===== config.mk =====
export PLATFORM = sky130hd
export DESIGN_NAME = region_burst_scanner
export DESIGN_NICKNAME = d
export VERILOG_FILES = /design/src/rtl/scan_pkg.sv /design/src/rtl/burst_col_stepper.sv /design/src/rtl/region_row_stepper.sv /design/src/rtl/scan_addr_packer.sv /design/src/rtl/region_burst_scanner.sv
export SDC_FILE = /design/constraint.sdc
export NUM_CORES = 1
export LEC_CHECK = 0
export ABC_AREA = 1
export BUFFER_PORTS_ARGS = -buffer_cell sky130_fd_sc_hd__buf_2
export CAP_MARGIN = 20
export CORE_UTILIZATION = 51
export DETAILED_ROUTE_END_ITERATION = 16
export PLACE_DENSITY = 0.87
export SKIP_LAST_GASP = 1
export SLEW_MARGIN = 20
export SYNTH_ARGS = -nofsm -noshare
export SYNTH_HDL_FRONTEND = slang
export SYNTH_SLANG_ARGS = --single-unit

===== constraint.sdc =====
create_clock -name clk -period 1.5 [get_ports clk]
set_input_delay 0.15 -clock clk [delete_from_list [all_inputs] [get_ports clk]]
set_output_delay 0.15 -clock clk [all_outputs]
set_load 0.02 [all_outputs]

===== src/rtl/scan_pkg.sv =====
// Package: shared defaults and the unpacked address view for the region scanner.
// Assumes: field widths match the SDRAM controller's packed address layout.
package scan_pkg;
    localparam int ROW_BITS  = 13;
    localparam int BANK_BITS = 2;
    localparam int COL_BITS  = 9;

    typedef struct packed {
        logic [ROW_BITS-1:0]  row;
        logic [BANK_BITS-1:0] bank;
        logic [COL_BITS-1:0]  col;
    } scan_addr_t;
endpackage


===== src/rtl/burst_col_stepper.sv =====
// Column stepper: advances the column by STRIDE on each pulse. It returns to 0
// after the last burst start that fits under COL_LAST and raises a carry for the row.
// Assumes: STRIDE > 0 and COL_LAST < 2**COL_W - STRIDE.
module burst_col_stepper #(
    parameter int COL_W    = 9,
    parameter int COL_LAST = 199,
    parameter int STRIDE   = 8
) (
    input  logic             clk,
    input  logic             rst_n,
    input  logic             step,
    output logic [COL_W-1:0] col,
    output logic             carry
);
    localparam int              LAST_START_I = (COL_LAST / STRIDE) * STRIDE;
    localparam logic [COL_W-1:0] LAST_START  = COL_W'(LAST_START_I);
    localparam logic [COL_W-1:0] STEP        = COL_W'(STRIDE);

    logic at_last;

    // Flag the final burst start of a row.
    always_comb at_last = (col == LAST_START);

    // Carry to the row stepper when a pulse leaves the last burst start.
    always_comb carry = step && at_last;

    // Column register: reset, wrap or advance by one burst.
    always_ff @(posedge clk) begin
        if (!rst_n)       col <= '0;
        else if (carry)   col <= '0;
        else if (step)    col <= col + STEP;
    end

    AST_COL_ADVANCE: assert property (@(posedge clk) disable iff (!rst_n)
        (step && !at_last) |=> (col == $past(col) + STEP));
    AST_COL_WRAP: assert property (@(posedge clk) disable iff (!rst_n)
        carry |=> (col == '0));
    AST_COL_HOLD: assert property (@(posedge clk) disable iff (!rst_n)
        !step |=> $stable(col));
    AST_COL_BOUNDS: assert property (@(posedge clk) disable iff (!rst_n)
        (col <= LAST_START) && ((int'(col) % STRIDE) == 0));
endmodule


===== src/rtl/region_row_stepper.sv =====
// Row stepper: increments the row on each column carry and returns to 0 after ROW_LAST.
// Assumes: ROW_LAST < 2**ROW_W - 1.
module region_row_stepper #(
    parameter int ROW_W    = 13,
    parameter int ROW_LAST = 199
) (
    input  logic             clk,
    input  logic             rst_n,
    input  logic             inc,
    output logic [ROW_W-1:0] row
);
    localparam logic [ROW_W-1:0] LAST = ROW_W'(ROW_LAST);

    // Row register: reset, wrap at the last row or increment on carry.
    always_ff @(posedge clk) begin
        if (!rst_n)                  row <= '0;
        else if (inc && row == LAST) row <= '0;
        else if (inc)                row <= row + 1'b1;
    end

    AST_ROW_NEXT: assert property (@(posedge clk) disable iff (!rst_n)
        (inc && row != LAST) |=> (row == $past(row) + 1'b1));
    AST_ROW_WRAP: assert property (@(posedge clk) disable iff (!rst_n)
        (inc && row == LAST) |=> (row == '0));
    AST_ROW_HOLD: assert property (@(posedge clk) disable iff (!rst_n)
        !inc |=> $stable(row));
    AST_ROW_BOUNDS: assert property (@(posedge clk) disable iff (!rst_n)
        row <= LAST);
endmodule


===== src/rtl/scan_addr_packer.sv =====
// Packer: joins row, bank and column into the controller's address word.
// Assumes: bank is combinational from the input, with no register.
module scan_addr_packer
    import scan_pkg::*;
(
    input  logic [ROW_BITS-1:0]  row,
    input  logic [BANK_BITS-1:0] bank,
    input  logic [COL_BITS-1:0]  col,
    output scan_addr_t           packed_addr
);
    // Place each field in its position.
    always_comb begin
        packed_addr.row  = row;
        packed_addr.bank = bank;
        packed_addr.col  = col;
    end
endmodule


===== src/rtl/region_burst_scanner.sv =====
// Top: scans a ROW_LAST+1 by COL_LAST+1 region one burst per count pulse.
// Assumes: count_burst is a synchronous one-cycle pulse; bank_sel may change at any cycle.
module region_burst_scanner
    import scan_pkg::*;
#(
    parameter int ROW_LAST = 199,
    parameter int COL_LAST = 199,
    parameter int STRIDE   = 8
) (
    input  logic                                 clk,
    input  logic                                 rst_n,
    input  logic                                 count_burst,
    input  logic [BANK_BITS-1:0]                 bank_sel,
    output logic [ROW_BITS+BANK_BITS+COL_BITS-1:0] addr_out
);
    logic [COL_BITS-1:0] col_q;
    logic [ROW_BITS-1:0] row_q;
    logic                col_carry;
    scan_addr_t          word;

    burst_col_stepper #(
        .COL_W(COL_BITS), .COL_LAST(COL_LAST), .STRIDE(STRIDE)
    ) u_col (
        .clk(clk), .rst_n(rst_n), .step(count_burst), .col(col_q), .carry(col_carry)
    );

    region_row_stepper #(
        .ROW_W(ROW_BITS), .ROW_LAST(ROW_LAST)
    ) u_row (
        .clk(clk), .rst_n(rst_n), .inc(col_carry), .row(row_q)
    );

    scan_addr_packer u_pack (
        .row(row_q), .bank(bank_sel), .col(col_q), .packed_addr(word)
    );

    // Drive the port from the packed word.
    always_comb addr_out = word;

    AST_RESET_ORIGIN: assert property (@(posedge clk)
        !rst_n |=> (addr_out[23:11] == '0 && addr_out[8:0] == '0));
    AST_BANK_PASS: assert property (@(posedge clk) disable iff (!rst_n)
        (!count_burst && !$stable(bank_sel)) |=>
        ($stable(addr_out[23:11]) || !$stable(bank_sel)));
endmodule


Yosys cells after proc, flatten, opt, wreduce, memory -nomap -nowiden --
Index checks and enable logic that the tools add are counted.
Operators by class: add/sub/neg operators 2, eq/ne operators 2, bitwise operators 1, reductions and logical operators 4
Operators by type and width (number):
- 13-bit by 1-bit adder with 13-bit output (second input constant) | 1
- 13-bit by 8-bit equality test with 1-bit output (second input constant) | 1
- 9-bit by 4-bit adder with 9-bit output (second input constant) | 1
- 9-bit by 8-bit equality test with 1-bit output (second input constant) | 1
- 2-bit OR reduction | 2
- 1-bit logical AND | 2
- 1-bit NOT | 1
Storage, ports and cells: flip-flop bits (word level) 22, input bits 5, output and inout bits 24, logic and storage cells 11

Longest topological paths before layout --
Gate-level depths: netlist of the first run.
depth in word-level cells 4, depth in mapped cells 10, depth with buffers taken out 10

Hierarchy --
Synthesis of the first run repeated with hierarchy kept, for this count alone.
Second synthesis, totals: cells, all modules 182, area, all modules 1268.7 µm²
Modules (own cells, without submodules):
- region_row_stepper | times used 1, cells an instance 106, area an instance 726.9 µm², sequential area each 260.2 µm²
- burst_col_stepper | times used 1, cells an instance 52, area an instance 361.6 µm², sequential area each 120.1 µm²
- scan_addr_packer | times used 1, cells an instance 24, area an instance 180.2 µm², sequential area each 0.0 µm²

Worst setup path before layout of the first run --
Ideal clock, no wire load.
kind register -> register, start register u_row.row[0], end register u_row.row[10], setup time 112 ps, arrival time 1349 ps, data required time 1388 ps, setup slack 39 ps, stages on the path, launching flop included 9, path buffers 0, period minus slack after synthesis 1461 ps, cell sequence dfxtp_1 ha_1 nand2_1 nor2_2 nand2_1 nor2_4 nand3_1 nand2_1 nor2_1
On the way: cells in the longest elaborated chain, start to end 3, elaborated cells on any way between the ends 4, classes of those cells 1 x add/sub; 1 x eq/ne; 2 x reduce/logical
RTL lines:
- from (decl) | line region_row_stepper.sv:10 | output logic [ROW_W-1:0] row
- from (signal assigned) | line region_row_stepper.sv:18 | else if (inc) row <= row + 1'b1;
- parallel branches: the longest is 3 deep, another holds 13-bit by 1-bit adder with 13-bit output
Several ways; the timed one is not identified. A chain may end at the register's enable or synchronous reset.

Worst setup path in the final report of the first run --
start register u_col.col[4], end register u_row.row[10]
On the way: cells in the longest elaborated chain, start to end 4
RTL lines:
- from (decl) | line burst_col_stepper.sv:12 | output logic [COL_W-1:0] col,
- from (signal assigned) | line burst_col_stepper.sv:31 | else if (step) col <= col + STEP;
- 9-bit by 8-bit equality test with 1-bit output (*) | line burst_col_stepper.sv:22 | always_comb at_last = (col == LAST_START);
- 1-bit logical AND (*) | line burst_col_stepper.sv:25 | always_comb carry = step && at_last;
- 1-bit logical AND | line region_row_stepper.sv:17 | else if (inc && row == LAST) row <= '0;
- 2-bit OR reduction (no line)
Every way passes the cells marked *; elsewhere a longest branch is shown, timed or not.

==> metrics.md, run 1 <==
| Metric | Value |
|---|---|
| Outcome | finished, final reports clean |
| Sw Share | roughly a quarter |
| Pwr dens | approximately 650 mW/mm^2 |
| Final Cycle Share | 95.4% |
| Inserted Clock Buffers | 3 |
| IO Count | 29 |
| Layout Skew | roughly 5.1 ps |
| Residual DRC count | 0 |
| Antenna Cells | 0 |
| Area grow syn2layout | 15.7% |
| Final Hold Viols | 0 |
| Final setup vio count | 0 |
| Die X | 48.5 um |
| Setup tns final | 0 ps |
| Static leakage | between 0.5 and 0.6 nW |
| NetSw | around 0.20 mW |
| Tmin final | about 1400 ps |
| Crit path arrival time | 1670 ps |
| I/O Buffers | 21 |
| # rows | 16 |
| H-tree lvl count | 1 |
| Vias | between 1,000 and 1,500 |
| CP Launch Type | register |
| Worst-path cell chain | inv_1, ha_1, nand2_1, inv_2, nand3_4, nor2_4, nand2_1, nand2_1, nand2_1, nor2_1 |
| # clock sinks | 19 |
| Finished Layout Cells | ~220 |
| Worst-Skew Late Latency | 300 ps |
| CP peak stage delay | ~350 ps |
| Placer Congestion | roughly 0.8 |
| Int Pwr | roughly 0.63 mW |
| Starting DRT DRC Count | 31 |
| Commonest non-fill, non-tap cells in the layout | nand2_1 (43), nor2_1 (26), buf_2 (21) |
| # Max-Cap Violations | 0 |
| Avg WL per Cell | 11.0 um |
| First-pass GRT wire length | between 3000 and 4000 um |
| Sequential Power Share | about 62% |
| Number of antenna violations at the first check in global routing | 0 |
| Nets | roughly 200 |
| Clock power share | a little under a third |
| CP Data Required Time | about 1700 ps |
| Worst Path Max Fanout | 7 |
| FF+latch count, synth | 19 |
| Cell repeated most along the worst path | nand2_1 |
| Synth warn | 0 |
| CP Class | register to register |
| CTS root buf | clkbuf_4 |
| Final instance area | 0.00127 sq mm |
| Synth Instances | around 160 |
| Combinational power share | between 6 and 7% |
| Placed cell area | between 0.001 and 0.0015 sq mm |
| GRT Residual Overflow | 0 |
| Post-placement cell count | 210 |
| Max-slew violations | 0 |
| Bufs on Longest Clock Path | 2 |
| DR pass1 iterations | 5 |
| Fmax | between 600 and 700 MHz |
| Number of global-route vias before repair | slightly below 1,000 |
| Final ANT Viol Nets | 0 |
| Mapped cell area | around 0.0011 sq mm |
| Peak supply drop | between 0.4 and 0.5 mV |
| Post-DP HPWL | 1850 um |
| Initial Util | 55.0% |
| Pin count of the biggest net entering global routing | 12 |
| Most common cell after layout, fill and taps aside | nand2_1 |
| Aggregate global-route resource usage | 21.8% |
| Final Util | between 60% and 70% |
| DIE AREA | 0.00235 sq mm |
| Share of layout cells above drive strength 1 | 24.3% |
| Die H | around 48 um |
| CTS tree | built |
| Avg Cell Area, Syn | a little under 7 sq um |
| Hold Path Class | input pin to register |
| Setup crit end kind | register |
| DR vias/cell | ~5 |
| Post-Route WL | ~2400 um |
| Reg clk slew, reported paths | about 100 ps |
| Core ar. | around 0.0020 sq mm |
| Register area share after synthesis | approximately a third |
| Netlist cell types | 23 |
| Slowest stage cell on the critical path | dfxtp_2 |
-- per-stage QoR --
step           hold slack, ps  power, mW  worst slack (ps)
4_1_cts                   134      0.833              13.1
2_1_floorplan             289      0.577              39.5
3_3_place_gp              300      0.575               126
5_1_grt                   151      0.869             -3.66
3_5_place_dp              300      0.579              36.8
6_report                  150      0.827              69.2
-- Yosys cell counts, drive strengths merged --
| master | count | share of area, % |
|---|---|---|
| a21oi | 8 | 3.6 |
| buf | 6 | 4.4 |
| conb | 1 | 0.34 |
| dfxtp | 19 | 35 |
| ha | 3 | 3.4 |
| inv | 23 | 7.8 |
| nand2 | 46 | 16 |
| nand3 | 12 | 7.0 |
| nand3b | 1 | 0.68 |
| nand4 | 2 | 1.1 |
| nor2 | 31 | 14 |
| nor3 | 2 | 0.91 |
| nor3b | 3 | 2.0 |
| o21ai | 2 | 0.91 |
| xnor2 | 1 | 0.80 |
| xor2 | 3 | 2.4 |
-- sequential cells by signal (all words and copies together), names as in the netlist --
name       flops
u_row.row     13
u_col.col      6
-- cell families (layout without fill, tap and decap cells) --
logic type | count (synthesis) | count (layout) | synth area share [%]
simple gates | 97 | 97 | 41.7
buf+inv | 29 | 53 | 12.3
xor+xnor | 4 | 4 | 3.18
compound gates | 10 | 10 | 4.55
other cells | 1 | 3 | 0.341
fa+ha+maj | 3 | 3 | 3.41
flops | 19 | 19 | 34.5
-- what timing repair did --
action,CTS,global route
endpoints found under the setup margin,0,17
resized for setup,0,6
hold buffers,0,0
setup buffers,0,2
-- layer usage --
metal / vias up / GRT usage, % / part of all wire [%]
li1: 546 / - / -
met2: 22 / 39.0 / 51
met3: 5 / 4.09 / 4.0
met5: - / 0 / 0
met4: 0 / 13.2 / 1.8
met1: 491 / 23.7 / 43
-- worst max-delay path: cells and delay by family (launching register included) --
| family | cells | cell delay, ps |
|---|---|---|
| simple gates | 7 | 690 |
| flops | 1 | 350 |
| fa+ha+maj | 1 | 160 |
| buf+inv | 2 | 170 |
-- power by group through the flow --
| stage | combinational [mW] | sequential [mW] | clock [mW] |
|---|---|---|---|
| finish | 0.0541 | 0.515 | 0.258 |
| detailed placement | 0.0533 | 0.525 | 0 |
| floorplan | 0.0461 | 0.531 | 0 |
| global route | 0.0586 | 0.516 | 0.295 |
| global placement | 0.0496 | 0.525 | 0 |
| CTS | 0.0534 | 0.514 | 0.266 |
-- final timing paths --
check,slack (ps),endpoint,depth (start not counted),startpoint
min reg2reg,500,u_row.row[1],2,u_row.row[1]
min,150,u_row.row[9],3,rst_n
max,70,u_row.row[10],10,u_col.col[4]
max reg2reg,70,u_row.row[10],10,u_col.col[4]
-- final cells by class --
type                            count  area (sq um)
Fill cell                         198           728
Multi-Input combinational cell    117           601
Sequential cell                    19           384
Timing Repair Buffer               26           143
Inverter                           23          86.3
Tap cell                           27          33.8
Clock buffer                        4          26.3
No activity file was read; power rests on OpenSTA's default activity.
==> run 2: changes to the inputs <==
--- a/config.mk
+++ b/config.mk
@@ -8,9 +8,10 @@
 export ABC_AREA = 1
 export BUFFER_PORTS_ARGS = -buffer_cell sky130_fd_sc_hd__buf_2
 export CAP_MARGIN = 20
-export CORE_UTILIZATION = 51
+export CORE_UTILIZATION = 46
+export CTS_CLUSTER_SIZE = 40
 export DETAILED_ROUTE_END_ITERATION = 16
-export PLACE_DENSITY = 0.87
+export PLACE_DENSITY = 0.83
 export SKIP_LAST_GASP = 1
 export SLEW_MARGIN = 20
 export SYNTH_ARGS = -nofsm -noshare
==> constraint.sdc (replaced) <==
create_clock -name clk -period 1.3 [get_ports clk]
set_input_delay 0.13 -clock clk [delete_from_list [all_inputs] [get_ports clk]]
set_output_delay 0.13 -clock clk [all_outputs]
set_load 0.02 [all_outputs]
==> run 2 against run 1 <==
Against the previous run:
- the flow now finishes with violations (setup timing)
- via count increased by 7.7%
- final area grew 14%
- wire length increased by 12%
- utilization is 1.4 points higher
- fmax rose by 4.8%
- critical path type unchanged
- worst hold slack better by 12 ps
- die area increased by 10%
- worst setup slack worse by 130 ps
==> metrics.md, run 2 (same netlist as run 1, synthesis figures left out) <==
| Metric | Value |
|---|---|
| Outcome | finished with violations (was finished, final reports clean) |
| Failing checks | setup timing |
| Post-Route WL | 2660 um (was 2370 um) |
| Crit path depth | 10 (unchanged) |
| R2R depth | 10 (unchanged) |
| Residual DRC count | 0 (unchanged) |
| CTS root buf | clkbuf_4 (unchanged) |
| GRT Residual Overflow | 0 (unchanged) |
| Final ANT Viol Nets | 0 (unchanged) |
| Worst-path cell chain | inv_4, ha_4, nand2_2, inv_2, nand2_2, nor2_4, buf_6, nand4_1, nand3_1, nor2_1 (was inv_1, ha_1, nand2_1, inv_2, nand3_4, nor2_4, nand2_1, nand2_1, nand2_1, nor2_1) |
| # rows | 17 (was 16) |
| Final Hold Viols | 0 (unchanged) |
| Worst-Skew Late Latency | 300 ps (about the same) |
| Number of global-route vias before repair | 1,078 (was 978) |
| Hold depth | 3 (unchanged) |
| Hold Path Class | input pin to register (unchanged) |
| CP top delay family | simple AND/OR/NAND/NOR gates (unchanged) |
| DR pass1 iterations | 4 (was 5) |
| Placed cell area | 0.00133 sq mm (was 0.00122 sq mm) |
| Placer Congestion | 0.838 (was 0.816) |
| Reg clk slew, reported paths | 110 ps (was 100 ps) |
| Core ar. | 0.00223 sq mm (was 0.00200 sq mm) |
| CP bufs+invs | 3 (was 2) |
| CP Data Required Time | 1510 ps (was 1740 ps) |
| # Max-Cap Violations | 0 (unchanged) |
| Number of antenna violations at the first check in global routing | 0 (unchanged) |
| Cell repeated most along the worst path | nand2_2 (was nand2_1) |
| Final setup margin | -65.1 ps (was 69.2 ps) |
| Top Registers | u_row.row x13, u_col.col x6 (unchanged) |
| Final instance area | 0.00145 sq mm (was 0.00127 sq mm) |
| Crit path arrival time | 1580 ps (was 1670 ps) |
| Worst Path Max Fanout | 7 (unchanged) |
| Pwr dens | 683 mW/mm^2 (was 649 mW/mm^2) |
| Final setup vio count | 13 (was 0) |
| CP peak stage delay | 370 ps (was 350 ps) |
| DR vias/cell | 4.94 (was 4.93) |
| Post-DP HPWL | 1880 um (was 1850 um) |
| Slowest stage cell on the critical path | dfxtp_4 (was dfxtp_2) |
| Inserted Clock Buffers | 3 (unchanged) |
| Antenna Cells | 0 (unchanged) |
| Reg with most FFs | u_row.row (unchanged) |
| Max reg flops | 13 (unchanged) |
| CP Class | register to register (unchanged) |
| CP Launch Type | register (unchanged) |
| I/O Buffers | 21 (unchanged) |
| Avg WL per Cell | 11.5 um (was 11.0 um) |
| Starting DRT DRC Count | 25 (was 31) |
| Share of layout cells above drive strength 1 | 34.8% (was 24.3%) |
| Setup crit end kind | register (unchanged) |
| CTS tree | built (unchanged) |
| DIE AREA | 0.00259 sq mm (was 0.00235 sq mm) |
| Area grow syn2layout | 31.8% (was 15.7%) |
| Final Total Pwr | 0.991 mW (was 0.827 mW) |
| Most common cell after layout, fill and taps aside | nand2_1 (unchanged) |
| Vias | 1,146 (was 1,064) |
| IO Count | 29 (unchanged) |
| Final Cycle Share | 105% (was 95.4%) |
| Die H | 50.9 um (was 48.5 um) |
| Pin count of the biggest net entering global routing | 12 (unchanged) |
| Max-slew violations | 0 (unchanged) |
| Initial Util | 49.3% (was 55.0%) |
| Hold_buf cts | 0 (unchanged) |
| # clock sinks | 19 (unchanged) |
| Unrepaired setup endpoints after global routing | true |
| Die X | 50.9 um (was 48.5 um) |
| Peak supply drop | 0.551 mV (was 0.494 mV) |
| Static leakage | 0.653 nW (was 0.574 nW) |
| First-pass GRT wire length | 4550 um (was 3890 um) |
| Nets | 213 (was 198) |
| Bufs on Longest Clock Path | 2 (unchanged) |
| Commonest non-fill, non-tap cells in the layout | nand2_1 (42), nor2_1 (25), buf_2 (21) (was nand2_1 (43), nor2_1 (26), buf_2 (21)) |
| Layout Skew | 2.04 ps (was 5.10 ps) |
| Fmax | 733 MHz (was 699 MHz) |
| H-tree lvl count | 1 (unchanged) |
| Aggregate global-route resource usage | 23.0% (was 21.8%) |
| Tmin final | 1370 ps (was 1430 ps) |
==> run 2: cell count changes in the layout (fill, tap and decap cells not counted), sizes merged <==
cell,before,now
clkbuf,4,3
clkinv,0,1
buf,26,40
nand2,46,47
==> run 2: final timing paths <==
path / from / to / slack (ps)
hold / removal: rst_n / u_row.row[9] / 160
setup reg to reg: u_col.col[4] / u_row.row[9] / -70
hold reg to reg: u_col.col[8] / u_col.col[8] / 510
setup / recovery: u_col.col[4] / u_row.row[9] / -70
==> run 2: tightest hold or removal path, stage by stage <==
cell and delay [ps]:
buf_2 160, nand3_1 110, nor2_1 40
==> run 2: report_power, final <==
part / switching (mW) / internal, mW / total (mW)
registers: 0.00503 / 0.586 / 0.591
clock network: 0.194 / 0.115 / 0.309
logic: 0.0564 / 0.0346 / 0.0911
==> run 2: metrics by stage <==
step	std cells	hold slack, ps	utilization (%)	setup slack (ps)	TNS [ps]
5_1_grt	232	154	65.0	-143	-1640
3_3_place_gp	221	260	59.4	-74.5	-752
3_5_place_dp	221	260	59.4	-121	-1260
4_1_cts	229	154	63.1	-53.9	-477
2_1_floorplan	165	264	-	-78.7	-769
6_report	232	162	65.0	-65.1	-595
==> run 2: layout make-up <==
class	count	area, sq um
fill	181	782
multi-input combinational	118	654
inverter	23	91.3
timing repair buffer	40	251
tap	28	35.0
sequential	19	392
clock inverter	1	5.00
clock buffer	3	22.5
==> run 2: metal layers <==
layer / share of wire [%] / routed length, um / vias up / global-route usage [%]
met2: 50 / 1330 / 23 / 39.9
li1: - / - / 577 / -
met3: 3.8 / 100 / 8 / 3.57
met1: 44 / 1160 / 538 / 27.8
met4: 2.6 / 68 / 0 / 10.2
met5: 0 / 0 / - / 0
==> run 2: repair_timing <==
action / in CTS / in global routing
endpoints found under the setup margin: 13 / 18
pin swaps: 6 / 7
setup buffers: 3 / 3
cloned: 1 / 0
gates resized for setup: 6 / 5
==> run 3: changes to the inputs <==
--- a/config.mk
+++ b/config.mk
@@ -11,7 +11,7 @@
 export CORE_UTILIZATION = 46
 export CTS_CLUSTER_SIZE = 40
 export DETAILED_ROUTE_END_ITERATION = 16
-export PLACE_DENSITY = 0.83
+export PLACE_DENSITY_LB_ADDON = 0.2
 export SKIP_LAST_GASP = 1
 export SLEW_MARGIN = 20
 export SYNTH_ARGS = -nofsm -noshare
==> run 3 against run 2 <==
Against the previous run:
- the flow still finishes with violations (setup timing)
- final area shrank 1.6%
- via count shrank 8.8%
- utilization shrank 1.0 points
- clock power shrank 5%
- final cell count shrank 2.2%
- critical path depth shrank 1
- wire length shrank 11%
- global-route usage shrank 1.5 points
- die area is the same
- critical path type unchanged
==> metrics.md, run 3 (same netlist as run 1, synthesis figures left out) <==
| Metric | Value |
|---|---|
| Outcome | finished with violations (unchanged) |
| Failing checks | setup timing (unchanged) |
| Worst-Skew Late Latency | 290 ps (was 300 ps) |
| IO Count | 29 (unchanged) |
| Final Cycle Share | 100% (was 105%) |
| Area grow syn2layout | 29.8% (was 31.8%) |
| Hold Path Class | input pin to register (unchanged) |
| Pin count of the biggest net entering global routing | 11 (was 12) |
| Core ar. | 0.00223 sq mm (unchanged) |
| GRT Residual Overflow | 0 (unchanged) |
| Final Util | 64.0% (was 65.0%) |
| Avg WL per Cell | 10.5 um (was 11.5 um) |
| Die X | 50.9 um (unchanged) |
| Residual DRC count | 0 (unchanged) |
| Fillers | 210 (was 181) |
| Most common cell after layout, fill and taps aside | nand2_1 (unchanged) |
| H-tree lvl count | 1 (unchanged) |
| Placer Congestion | 0.773 (was 0.838) |
| CTS tree | built (unchanged) |
| # rows | 17 (unchanged) |
| Number of antenna violations at the first check in global routing | 0 (unchanged) |
| DIE AREA | 0.00259 sq mm (unchanged) |
| CP Class | register to register (unchanged) |
| Worst Path Max Fanout | 6 (was 7) |
| Final Hold Viols | 0 (unchanged) |
| Crit path arrival time | 1500 ps (was 1580 ps) |
| Final setup vio count | 4 (was 13) |
| # Max-Cap Violations | 0 (unchanged) |
| Tmin final | 1310 ps (was 1370 ps) |
| Final ANT Viol Nets | 0 (unchanged) |
| Final setup margin | -5.59 ps (was -65.1 ps) |
| Hold_buf cts | 0 (unchanged) |
| Post-placement cell count | 220 (was 221) |
| Commonest non-fill, non-tap cells in the layout | nand2_1 (39), nor2_1 (25), buf_2 (21) (was nand2_1 (42), nor2_1 (25), buf_2 (21)) |
| I/O Buffers | 21 (unchanged) |
| Pre-CTS setup slack | -94.4 ps (was -121 ps) |
| Aggregate global-route resource usage | 21.6% (was 23.0%) |
| Starting DRT DRC Count | 15 (was 25) |
| Inserted Clock Buffers | 3 (unchanged) |
| Reg clk slew, reported paths | 100 ps (was 110 ps) |
| Vias | 1,045 (was 1,146) |
| Reg with most FFs | u_row.row (unchanged) |
| Nets | 208 (was 213) |
| Layout Skew | 2.51 ps (was 2.04 ps) |
| CP Launch Type | register (unchanged) |
| Max reg flops | 13 (unchanged) |
| Unrepaired setup endpoints after global routing | true (unchanged) |
| Initial Util | 49.3% (unchanged) |
| Post-DP HPWL | 1770 um (was 1880 um) |
| Die H | 50.9 um (unchanged) |
| # clock sinks | 19 (unchanged) |
| Post-Route WL | 2380 um (was 2660 um) |
| Pwr dens | 677 mW/mm^2 (was 683 mW/mm^2) |
| Final Total Pwr | 0.968 mW (was 0.991 mW) |
| Max-slew violations | 0 (unchanged) |
| DR pass1 iterations | 4 (unchanged) |
| Peak supply drop | 0.429 mV (was 0.551 mV) |
| Fmax | 766 MHz (was 733 MHz) |
| CTS root buf | clkbuf_4 (unchanged) |
| Share of layout cells above drive strength 1 | 35.2% (was 34.8%) |
| Bufs on Longest Clock Path | 2 (unchanged) |
| CP Data Required Time | 1490 ps (was 1510 ps) |
| Number of global-route vias before repair | 1,021 (was 1,078) |
| DR vias/cell | 4.60 (was 4.94) |
| Setup crit end kind | register (unchanged) |
| Finished Layout Cells | 227 (was 232) |
| Top Registers | u_row.row x13, u_col.col x6 (unchanged) |
| First-pass GRT wire length | 4250 um (was 4550 um) |
| Antenna Cells | 0 (unchanged) |
| Static leakage | 0.637 nW (was 0.653 nW) |
==> run 3: stage by stage <==
| stage | TNS (ps) | hold WS [ps] | area (sq um) |
|---|---|---|---|
| after floorplan | -769 | 264 | 1140 |
| after global placement | -428 | 260 | 1320 |
| after detailed placement | -876 | 260 | 1320 |
| after CTS | -13.3 | 152 | 1400 |
| after global routing | -1080 | 159 | 1430 |
| final | -13.6 | 159 | 1430 |
==> run 3: what timing repair did <==
item	4_1_cts	5_1_grt
resized for setup	5	10
endpoints found under the setup margin	13	15
gates cloned	1	0
pin swaps	9	5
buffers inserted	2	0
==> run 3: cell type report <==
| type | count | area, sq um | share of cell area [%] |
|---|---|---|---|
| Multi-Input combinational cell | 118 | 672 | 47.0 |
| Sequential cell | 19 | 393 | 27.5 |
| Timing Repair Buffer | 35 | 214 | 15.0 |
| Inverter | 23 | 88.8 | 6.22 |
| Tap cell | 28 | 35.0 | 2.45 |
| Clock buffer | 4 | 26.3 | 1.84 |
==> run 3: power breakdown <==
group	internal, mW	switching, mW	leakage (nW)
clock	0.119	0.174	0.0150
combinational	0.0310	0.0531	0.465
sequential	0.586	0.00481	0.157
==> run 3: routing by layer <==
layer	part of all wire [%]	track usage, %
met1	52	27.8
met2	44	35.3
met3	2.4	2.08
met4	1.2	11.1
met5	0	0
==> run 3: worst max-delay path: stages, from the launching register on <==
cell,delay (ps)
dfxtp_4,360
inv_4,60
ha_4,120
nand2_2,50
inv_2,80
nand2_2,70
nor2_4,160
nand3_4,130
nand2_4,130
a21oi_1,50
==> run 3: final timing paths <==
| kind | start | end | slack, ps | cells after the start |
|---|---|---|---|---|
| setup / recovery | u_col.col[4] | u_row.row[1] | -6 | 9 |
| hold reg to reg | u_col.col[8] | u_col.col[8] | 510 | 2 |
| setup reg to reg | u_col.col[4] | u_row.row[1] | -6 | 9 |
| hold / removal | rst_n | u_row.row[9] | 160 | 3 |
